<file path="src/rtl/pipwm_pkg.sv">
package pipwm_pkg;
    typedef enum logic [1:0] {
        GS_IDLE  = 2'd0,
        GS_ARMED = 2'd1,
        GS_RUN   = 2'd2
    } gate_state_e;
endpackage

</file>
<file path="src/rtl/pwm_sawtooth.sv">
module pwm_sawtooth #(
    parameter int CNT_MAX = 333,
    parameter int CNT_W   = $clog2(CNT_MAX + 2)
) (
    input  logic             clk,
    input  logic             rst,
    output logic [CNT_W-1:0] cnt_o,
    output logic             wrap_o
);
    localparam logic [CNT_W-1:0] TOP = CNT_W'(CNT_MAX);

    logic [CNT_W-1:0] cnt_q;

    always_ff @(posedge clk) begin
        if (rst)
            cnt_q <= '0;
        else if (cnt_q == TOP)
            cnt_q <= '0;
        else
            cnt_q <= cnt_q + CNT_W'(1);
    end

    assign cnt_o  = cnt_q;
    assign wrap_o = (cnt_q == TOP);

    assert_cnt_range_R1: assert property (@(posedge clk) disable iff (rst)
        cnt_q <= TOP);
    assert_cnt_wrap_R1: assert property (@(posedge clk) disable iff (rst)
        (cnt_q == TOP) |=> (cnt_q == '0));
    assert_cnt_step_R1: assert property (@(posedge clk) disable iff (rst)
        (cnt_q != TOP) |=> (cnt_q == $past(cnt_q) + CNT_W'(1)));
endmodule

</file>
<file path="src/rtl/pi_duty_calc.sv">
module pi_duty_calc #(
    parameter int DATA_W   = 16,
    parameter int GAIN_W   = 12,
    parameter int FRAC     = 8,
    parameter int ACC_W    = 32,
    parameter int CNT_W    = 9,
    parameter int DUTY_MAX = 334
) (
    input  logic              clk,
    input  logic              rst,
    input  logic [DATA_W-1:0] setpoint_i,
    input  logic [DATA_W-1:0] meas_i,
    input  logic              valid_i,
    input  logic [GAIN_W-1:0] kp_i,
    input  logic [GAIN_W-1:0] ki_i,
    output logic [CNT_W-1:0]  duty_o,
    output logic              have_o
);
    localparam int ERR_W = DATA_W + 1;
    localparam int SUM_W = ACC_W + GAIN_W + 2;
    localparam logic signed [SUM_W-1:0] LIMIT_HI = SUM_W'(DUTY_MAX);

    logic signed [ACC_W-1:0] integ_q;
    logic [CNT_W-1:0]        duty_q;
    logic                    have_q;

    logic signed [ERR_W-1:0] err;
    logic signed [ACC_W-1:0] integ_cand;
    logic signed [SUM_W-1:0] p_term, i_term, raw;
    logic                    clip_lo, clip_hi, clipped;
    logic [CNT_W-1:0]        duty_nxt;

    always_comb begin
        err        = $signed({setpoint_i[DATA_W-1], setpoint_i})
                   - $signed({meas_i[DATA_W-1], meas_i});
        integ_cand = integ_q + ACC_W'(err);
        p_term     = SUM_W'(err) * SUM_W'($signed({1'b0, kp_i}));
        i_term     = SUM_W'(integ_cand) * SUM_W'($signed({1'b0, ki_i}));
        raw        = (p_term + i_term) >>> FRAC;
        clip_lo    = (raw < 0);
        clip_hi    = (raw > LIMIT_HI);
        clipped    = clip_lo || clip_hi;
        if (clip_lo)
            duty_nxt = '0;
        else if (clip_hi)
            duty_nxt = CNT_W'(DUTY_MAX);
        else
            duty_nxt = raw[CNT_W-1:0];
    end

    always_ff @(posedge clk) begin
        if (rst) begin
            integ_q <= '0;
            duty_q  <= '0;
            have_q  <= 1'b0;
        end else if (valid_i) begin
            duty_q <= duty_nxt;
            have_q <= 1'b1;
            if (!clipped)
                integ_q <= integ_cand;
        end
    end

    assign duty_o = duty_q;
    assign have_o = have_q;

    assert_duty_bound_R4: assert property (@(posedge clk) disable iff (rst)
        duty_q <= CNT_W'(DUTY_MAX));
    assert_no_strobe_R6: assert property (@(posedge clk) disable iff (rst)
        !valid_i |=> ($stable(integ_q) && $stable(duty_q)));
    assert_antiwindup_R5: assert property (@(posedge clk) disable iff (rst)
        (valid_i && clipped) |=> $stable(integ_q));
endmodule

</file>
<file path="src/rtl/gate_fsm.sv">
module gate_fsm #(
    parameter int CNT_W    = 9,
    parameter int DUTY_MAX = 334
) (
    input  logic             clk,
    input  logic             rst,
    input  logic [CNT_W-1:0] cnt_i,
    input  logic             wrap_i,
    input  logic [CNT_W-1:0] duty_i,
    input  logic             have_i,
    output logic             gate_o
);
    import pipwm_pkg::*;

    gate_state_e      state_q, state_d;
    logic [CNT_W-1:0] duty_act_q;

    always_comb begin
        state_d = state_q;
        unique case (state_q)
            GS_IDLE: begin
                if (have_i && wrap_i)
                    state_d = GS_RUN;
                else if (have_i)
                    state_d = GS_ARMED;
            end
            GS_ARMED: begin
                if (wrap_i)
                    state_d = GS_RUN;
            end
            GS_RUN:  state_d = GS_RUN;
            default: state_d = GS_IDLE;
        endcase
    end

    always_ff @(posedge clk) begin
        if (rst) begin
            state_q    <= GS_IDLE;
            duty_act_q <= '0;
        end else begin
            state_q <= state_d;
            if (wrap_i && have_i)
                duty_act_q <= duty_i;
        end
    end

    always_comb begin
        gate_o = (state_q == GS_RUN) && (cnt_i < duty_act_q);
    end

    assert_duty_hold_R7: assert property (@(posedge clk) disable iff (rst)
        !wrap_i |=> $stable(duty_act_q));
    assert_run_needs_data_R8: assert property (@(posedge clk) disable iff (rst)
        (state_q != GS_IDLE) |-> have_i);
    assert_full_on_R4: assert property (@(posedge clk) disable iff (rst)
        (state_q == GS_RUN && duty_act_q == CNT_W'(DUTY_MAX)) |-> gate_o);
endmodule

</file>
<file path="src/rtl/pi_pwm_gen.sv">
module pi_pwm_gen #(
    parameter int DATA_W  = 16,
    parameter int GAIN_W  = 12,
    parameter int FRAC    = 8,
    parameter int ACC_W   = 32,
    parameter int CNT_MAX = 333
) (
    input  logic              clk,
    input  logic              rst,
    input  logic [DATA_W-1:0] setpoint_i,
    input  logic [DATA_W-1:0] meas_i,
    input  logic              meas_valid_i,
    input  logic [GAIN_W-1:0] kp_i,
    input  logic [GAIN_W-1:0] ki_i,
    output logic              gate_o
);
    localparam int DUTY_MAX = CNT_MAX + 1;
    localparam int CNT_W    = $clog2(DUTY_MAX + 1);

    logic [CNT_W-1:0] cnt;
    logic             wrap;
    logic [CNT_W-1:0] duty;
    logic             have;

    pwm_sawtooth #(.CNT_MAX(CNT_MAX), .CNT_W(CNT_W)) u_saw (
        .clk    (clk),
        .rst    (rst),
        .cnt_o  (cnt),
        .wrap_o (wrap)
    );

    pi_duty_calc #(
        .DATA_W(DATA_W), .GAIN_W(GAIN_W), .FRAC(FRAC),
        .ACC_W(ACC_W), .CNT_W(CNT_W), .DUTY_MAX(DUTY_MAX)
    ) u_pi (
        .clk        (clk),
        .rst        (rst),
        .setpoint_i (setpoint_i),
        .meas_i     (meas_i),
        .valid_i    (meas_valid_i),
        .kp_i       (kp_i),
        .ki_i       (ki_i),
        .duty_o     (duty),
        .have_o     (have)
    );

    gate_fsm #(.CNT_W(CNT_W), .DUTY_MAX(DUTY_MAX)) u_gate (
        .clk    (clk),
        .rst    (rst),
        .cnt_i  (cnt),
        .wrap_i (wrap),
        .duty_i (duty),
        .have_i (have),
        .gate_o (gate_o)
    );
endmodule

</file>
<file path="config.mk">
export PLATFORM = sky130hd
export DESIGN_NAME = pi_pwm_gen
export DESIGN_NICKNAME = d
export VERILOG_FILES = /design/src/rtl/pipwm_pkg.sv /design/src/rtl/pwm_sawtooth.sv /design/src/rtl/pi_duty_calc.sv /design/src/rtl/gate_fsm.sv /design/src/rtl/pi_pwm_gen.sv
export SDC_FILE = /design/constraint.sdc
export NUM_CORES = 2
export LEC_CHECK = 0
export CAP_MARGIN = 15
export CORE_MARGIN = 3
export CORE_UTILIZATION = 68
export DETAILED_ROUTE_END_ITERATION = 8
export DONT_BUFFER_PORTS = 1
export PLACE_DENSITY = 0.91
export SLEW_MARGIN = 20
export SYNTH_ARGS = -nofsm -noshare
export SYNTH_HDL_FRONTEND = slang
export SYNTH_SLANG_ARGS = --single-unit
</file>
<file path="constraint.sdc">
create_clock -name clk -period 19 [get_ports clk]
set_input_delay 1.9 -clock clk [delete_from_list [all_inputs] [get_ports clk]]
set_output_delay 1.9 -clock clk [all_outputs]
set_load 0.01 [all_outputs]
</file>
**Yosys cells after proc, flatten, opt, wreduce, memory -nomap -nowiden**

Cells that the tools add are included.

- Eq/ne operators: 5
- Reductions and logical operators: 7
- Add/sub/neg operators: 4
- Bitwise operators: 1
- Multiply operators: 2
- Magnitude comparators: 3
- Muxes and demuxes: 6

Operators with widths:

| operator | count |
|---|---|
| adder 30 x 45 -> 46 bit | 1 |
| multiplier 32 x 13 -> 45 bit | 1 |
| > comparator 38 x 10 -> 1 bit (second input constant) | 1 |
| less-than comparator 38 x 1 -> 1 bit (second input constant) | 1 |
| adder 32 x 17 -> 32 bit | 1 |
| multiplier 17 x 13 -> 30 bit | 1 |
| two-way mux 9 bit | 2 |
| subtractor 16 x 16 -> 17 bit | 1 |
| adder 9 x 1 -> 9 bit (second input constant) | 1 |
| == test 9 bit (second input constant) | 1 |
| less-than comparator 9 bit | 1 |
| two-way mux 2 bit | 3 |
| case mux 2 bit (3 select lines) | 1 |
| AND reduction 2 bit | 2 |
| inequality test 3 x 2 -> 1 bit (second input constant) | 1 |
| == test 2 x 1 -> 1 bit (second input constant) | 1 |
| == test 2 bit (second input constant) | 1 |
| logical AND 1 bit | 2 |
| logical NOT 2 bit | 1 |
| inequality test 2 x 1 -> 1 bit (second input constant) | 1 |
| OR reduction 2 bit | 1 |
| logical OR 1 bit | 1 |
| NOT 1 bit | 1 |

- Word-level logic and storage cells: 34
- Input bits: 59
- Register bits: 62
- Output and inout port bits: 1

**Depth between registers and ports, before layout**

- Depth after elaboration: 8
- Mapped depth: 57
- Gate-level depth less buffers: 52

**Modules after synthesis**

A second synthesis with hierarchy kept.

- Cell total of the unflattened synthesis: 3219
- Area, all modules: 28464.8 um2

Modules (own cells, without submodules):

| module | instances | area each (um2) | cells each |
|---|---|---|---|
| pi_duty_calc | 1 | 27336.2 | 3084 |
| gate_fsm | 1 | 704.4 | 89 |
| pwm_sawtooth | 1 | 424.2 | 46 |

**Worst setup path after synthesis**

No wires, ideal clock.

- Kind: in2reg
- Start: in meas_i[2]
- End: reg u_pi.duty_q[4], in the netlist u_pi.duty_o[4]
- Setup time: 70 ps
- Arrival: 13954 ps
- Setup slack: 4977 ps
- Cell stages on the path: 47
- Required time: 18930 ps
- Path through: inv_1 > ha_1 > nor2b_1 > o2111a_1 > a2111oi_0 > o21bai_1 > a21oi_1 > o211ai_1 > o41a_1 > a21oi_2 > clkbuf_1 > ha_1 > a21o_1 > a21o_1 > a21o_1 > a31o_2 > a211oi_1 > or3_1 > [11 not listed] > fa_1 > fa_1 > fa_1 > inv_1 > fa_1 > inv_1 > ha_1 > clkbuf_1 > and3_1 > and3_1 > o211ai_2 > a21oi_1 > mux2_4 > nor4_1 > and4_1 > nand4_2 > or4_1 > a21oi_1

- Word-level cells in the longest chain between the ends: 7
- Elaborated cells between the ends (all ways): 9
- Classes of those cells: add/sub: 3; mul: 2; order compare: 2; mux: 2

Ends and longest elaborated chain:

| element | line | source |
|---|---|---|
| from (decl) | pi_pwm_gen.sv:11 | `input logic [DATA_W-1:0] meas_i,` |
| subtractor 16 x 16 -> 17 bit * | pi_duty_calc.sv:35 | `- $signed({meas_i[DATA_W-1], meas_i});` |
| adder 32 x 17 -> 32 bit | pi_duty_calc.sv:36 | `integ_cand = integ_q + ACC_W'(err);` |
| multiplier 32 x 13 -> 45 bit | pi_duty_calc.sv:38 | `i_term = SUM_W'(integ_cand) * SUM_W'($signed({1'b0, ki_i}));` |
| adder 30 x 45 -> 46 bit * | pi_duty_calc.sv:39 | `raw = (p_term + i_term) >>> FRAC;` |
| > comparator 38 x 10 -> 1 bit | pi_duty_calc.sv:41 | `clip_hi = (raw > LIMIT_HI);` |
| two-way mux 9 bit | pi_duty_calc.sv:45 | `else if (clip_hi)` |
| two-way mux 9 bit * | pi_duty_calc.sv:43 | `if (clip_lo)` |
| to (signal assigned) | pi_duty_calc.sv:57 | `duty_q <= duty_nxt;` |
| to (decl) | pi_duty_calc.sv:24 | `logic [CNT_W-1:0] duty_q;` |

Every way passes the cells marked *; elsewhere a longest branch is shown, timed or not.
A chain may end at the register's enable or synchronous reset.

**Worst setup path after layout**

- Start: in setpoint_i[0]
- End: reg u_pi.duty_q[4], in the netlist u_pi.duty_o[4]

- Word-level cells in the longest chain between the ends: 7
- Elaborated cells between the ends (all ways): 9
- Classes of those cells: add/sub: 3; mul: 2; order compare: 2; mux: 2

Ends and longest elaborated chain:

| element | line | source |
|---|---|---|
| from (decl) | pi_pwm_gen.sv:10 | `input logic [DATA_W-1:0] setpoint_i,` |
| subtractor 16 x 16 -> 17 bit * | pi_duty_calc.sv:35 |  |
| adder 32 x 17 -> 32 bit | pi_duty_calc.sv:36 |  |
| multiplier 32 x 13 -> 45 bit | pi_duty_calc.sv:38 |  |
| adder 30 x 45 -> 46 bit * | pi_duty_calc.sv:39 |  |
| > comparator 38 x 10 -> 1 bit | pi_duty_calc.sv:41 |  |
| two-way mux 9 bit | pi_duty_calc.sv:45 |  |
| two-way mux 9 bit * | pi_duty_calc.sv:43 |  |

Marked as above.

==> out/summary.txt <==
Tightest Pin Transition - 1100 ps
Post-DRT Antenna Nets - 0
Grt ovf - 0
WP data arrival - 16,240 ps
Crit-path max FO - 44
DR WL/cell - 20.77 um
Final HPWL DP - 63.18 mm
Skew final - 3.676 ps
Critical Path Sink Type - flop
# setup viols final - 0
Top-count cell post-synth - inv_1
Site Rows - 74
Layout cells sized above 1 - 0.03045
Detailed Route Iter0 Violations - 1,763
Mapped Nets - 4,136
Initial antenna violation count - 1
Top cells by count, synth - inv_1 (740), fa_1 (646), nand2_1 (336), and2_1 (303), ha_1 (213)
Max Transition Viols Final - 0
Synth area leader - fa_1
CP Class - input pin to flop
Fill cells - 2,914
Maximum number of pins on one net before global-route repair - 56
Status - finished clean
Warning count from the yosys run - 0
Core Box Area - 41,020 sq um
DRT Pass-1 Iters - 5
Worst Path Required - 19,260 ps
Post-Route WL - 75.89 mm
Starting density of the core - 0.6910
TritonCTS Buffers - 9
Clk Latency, worst-skew pair - 320 ps
Post-Syn Area - 28,340 sq um
Post-CTS Setup Repair Bufs - 0
Post-synth top area share - 0.4563
Clock transition at path regs - 50 ps
Sequential area share after synthesis - 0.04379
Port Buffers - 0
Average size of a mapped cell - 8.807 sq um
Worst reg2reg setup slack - 6830 ps
Hold_buf cts - 0
Max Freq - 62.57 MHz
DIE AREA - 44,170 sq um
Hold crit path type - flop to flop
Htree depth - 3
# DRC - 0
Clock sink count - 62
Dominant cells by area after synthesis - fa_1 (46%), inv_1 (9.8%), ha_1 (9.4%), and2_1 (6.7%), nand2_1 (4.4%)
Register bit count reported by yosys - 62
Period utilization - 0.8411
Vias in the first global route - 24,640
Clock buffer depth - 2
Post-Synthesis Cells - 3,218
RSZ-0062 raised after global routing - no
Via count - 22,150
Slew margin rel. - 0.2637
Synth cell types - 80
EDFF count, synth - 0
Ports - 60
CTS tree - done
Critical-path top delay cell - xnor2_1
First-pass GRT wire length - 125.8 mm
Die W - 210.2 um
Post-CTS sizing - 0
Setup Total Neg Slack - 0 ps
MaxCap Viol Count - 0
Nets - 4,033
Largest stage delay, worst path - 710 ps
Vias per cell - 6.064
CP Launch Type - input pin
Critical Path Most Common Cell - a21oi_1
Hold Fails Final Rpt - 0
Routability Congestion - 1.003
Fin crit period - 15,980 ps
Clock root buffer master - clkbuf_16
All-Layer GR Usage - 0.3597
Chip height - 210.2 um
Asr flop ratio synth - 0
Leading register cell type out of synthesis - dfxtp_1
P&R area growth vs syn - 2.410%
-- cells in the final DEF (no fill, tap or decap), types with 19 or more instances in the layout --
cell type  count
xnor2_1       51
nand2_1      336
xor2_1        19
nor2b_1       44
nand4_1       53
nor2_1        95
a21o_1        30
a21oi_1      117
dfxtp_1       62
o21ai_0       80
buf_4         36
o21a_1        19
nand3_1       28
fa_1         646
inv_1        740
and2_1       303
ha_1         213
-- kinds of logic after synthesis --
family / synth area share
fa+ha+maj: 0.5524
simple gates: 0.1734
flops: 0.04379
xor+xnor: 0.02379
compound gates: 0.08123
buf+inv: 0.1194
mux: 0.005960
-- sequential cells by signal (all words and copies together) (netlist names) --
signal	count
u_gate.state_q	2
u_pi.integ_q	32
u_pi.have_o	1
u_gate.duty_act_q	9
u_pi.duty_o	9
u_saw.cnt_o	9
-- through the flow --
stage	instances	hold slack, ps	worst slack [ps]	utilization	instance area, sq um
after global placement	3636	455.9	3427	0.6995	28690
after detailed placement	3636	458.0	2850	0.7000	28710
after floorplan	3218	444.5	4977	-	28340
after CTS	3652	474.8	3143	0.7070	29000
after global routing	3652	493.8	2324	0.7076	29020
final	3653	473.0	3018	0.7076	29030
-- worst max-delay path, delay by kind of cell --
kind            cells  cell delay (ps)
xor+xnor            5             1350
simple gates        9             2730
buf+inv             8             1240
compound gates     18             4540
fa+ha+maj          10             4400
-- worst paths after layout --
path,startpoint,endpoint,cells past startpoint
min,u_pi.integ_q[17],u_pi.integ_q[17],2
min reg2reg,u_pi.integ_q[17],u_pi.integ_q[17],2
max reg2reg,u_pi.integ_q[0],u_pi.duty_o[4],36
max,setpoint_i[0],u_pi.duty_o[4],50
-- layout make-up --
cell class              instances  area, sq um  area share
clock inverters                 5        33.78    0.001164
repair buffers                 36        270.3    0.009311
flip-flops and latches         62         1241     0.04276
diodes                          1        2.502  0.00008621
multi-input cells            2266        23780      0.8193
inverters                     740         2778     0.09570
clock buffers                  11        252.7    0.008708
well taps                     532        665.6     0.02293
-- metal layers --
layer  vias up  GRT usage  share of wire
met4         0     0.1993          0.067
met2      1194     0.5981           0.49
met1     11050     0.4356           0.35
met5         -          0              0
li1       9543          -              -
met3       370    0.08617          0.096
Power is not shown: default switching activity piles up to over one toggle a cycle in this logic, so the estimate is an artifact.
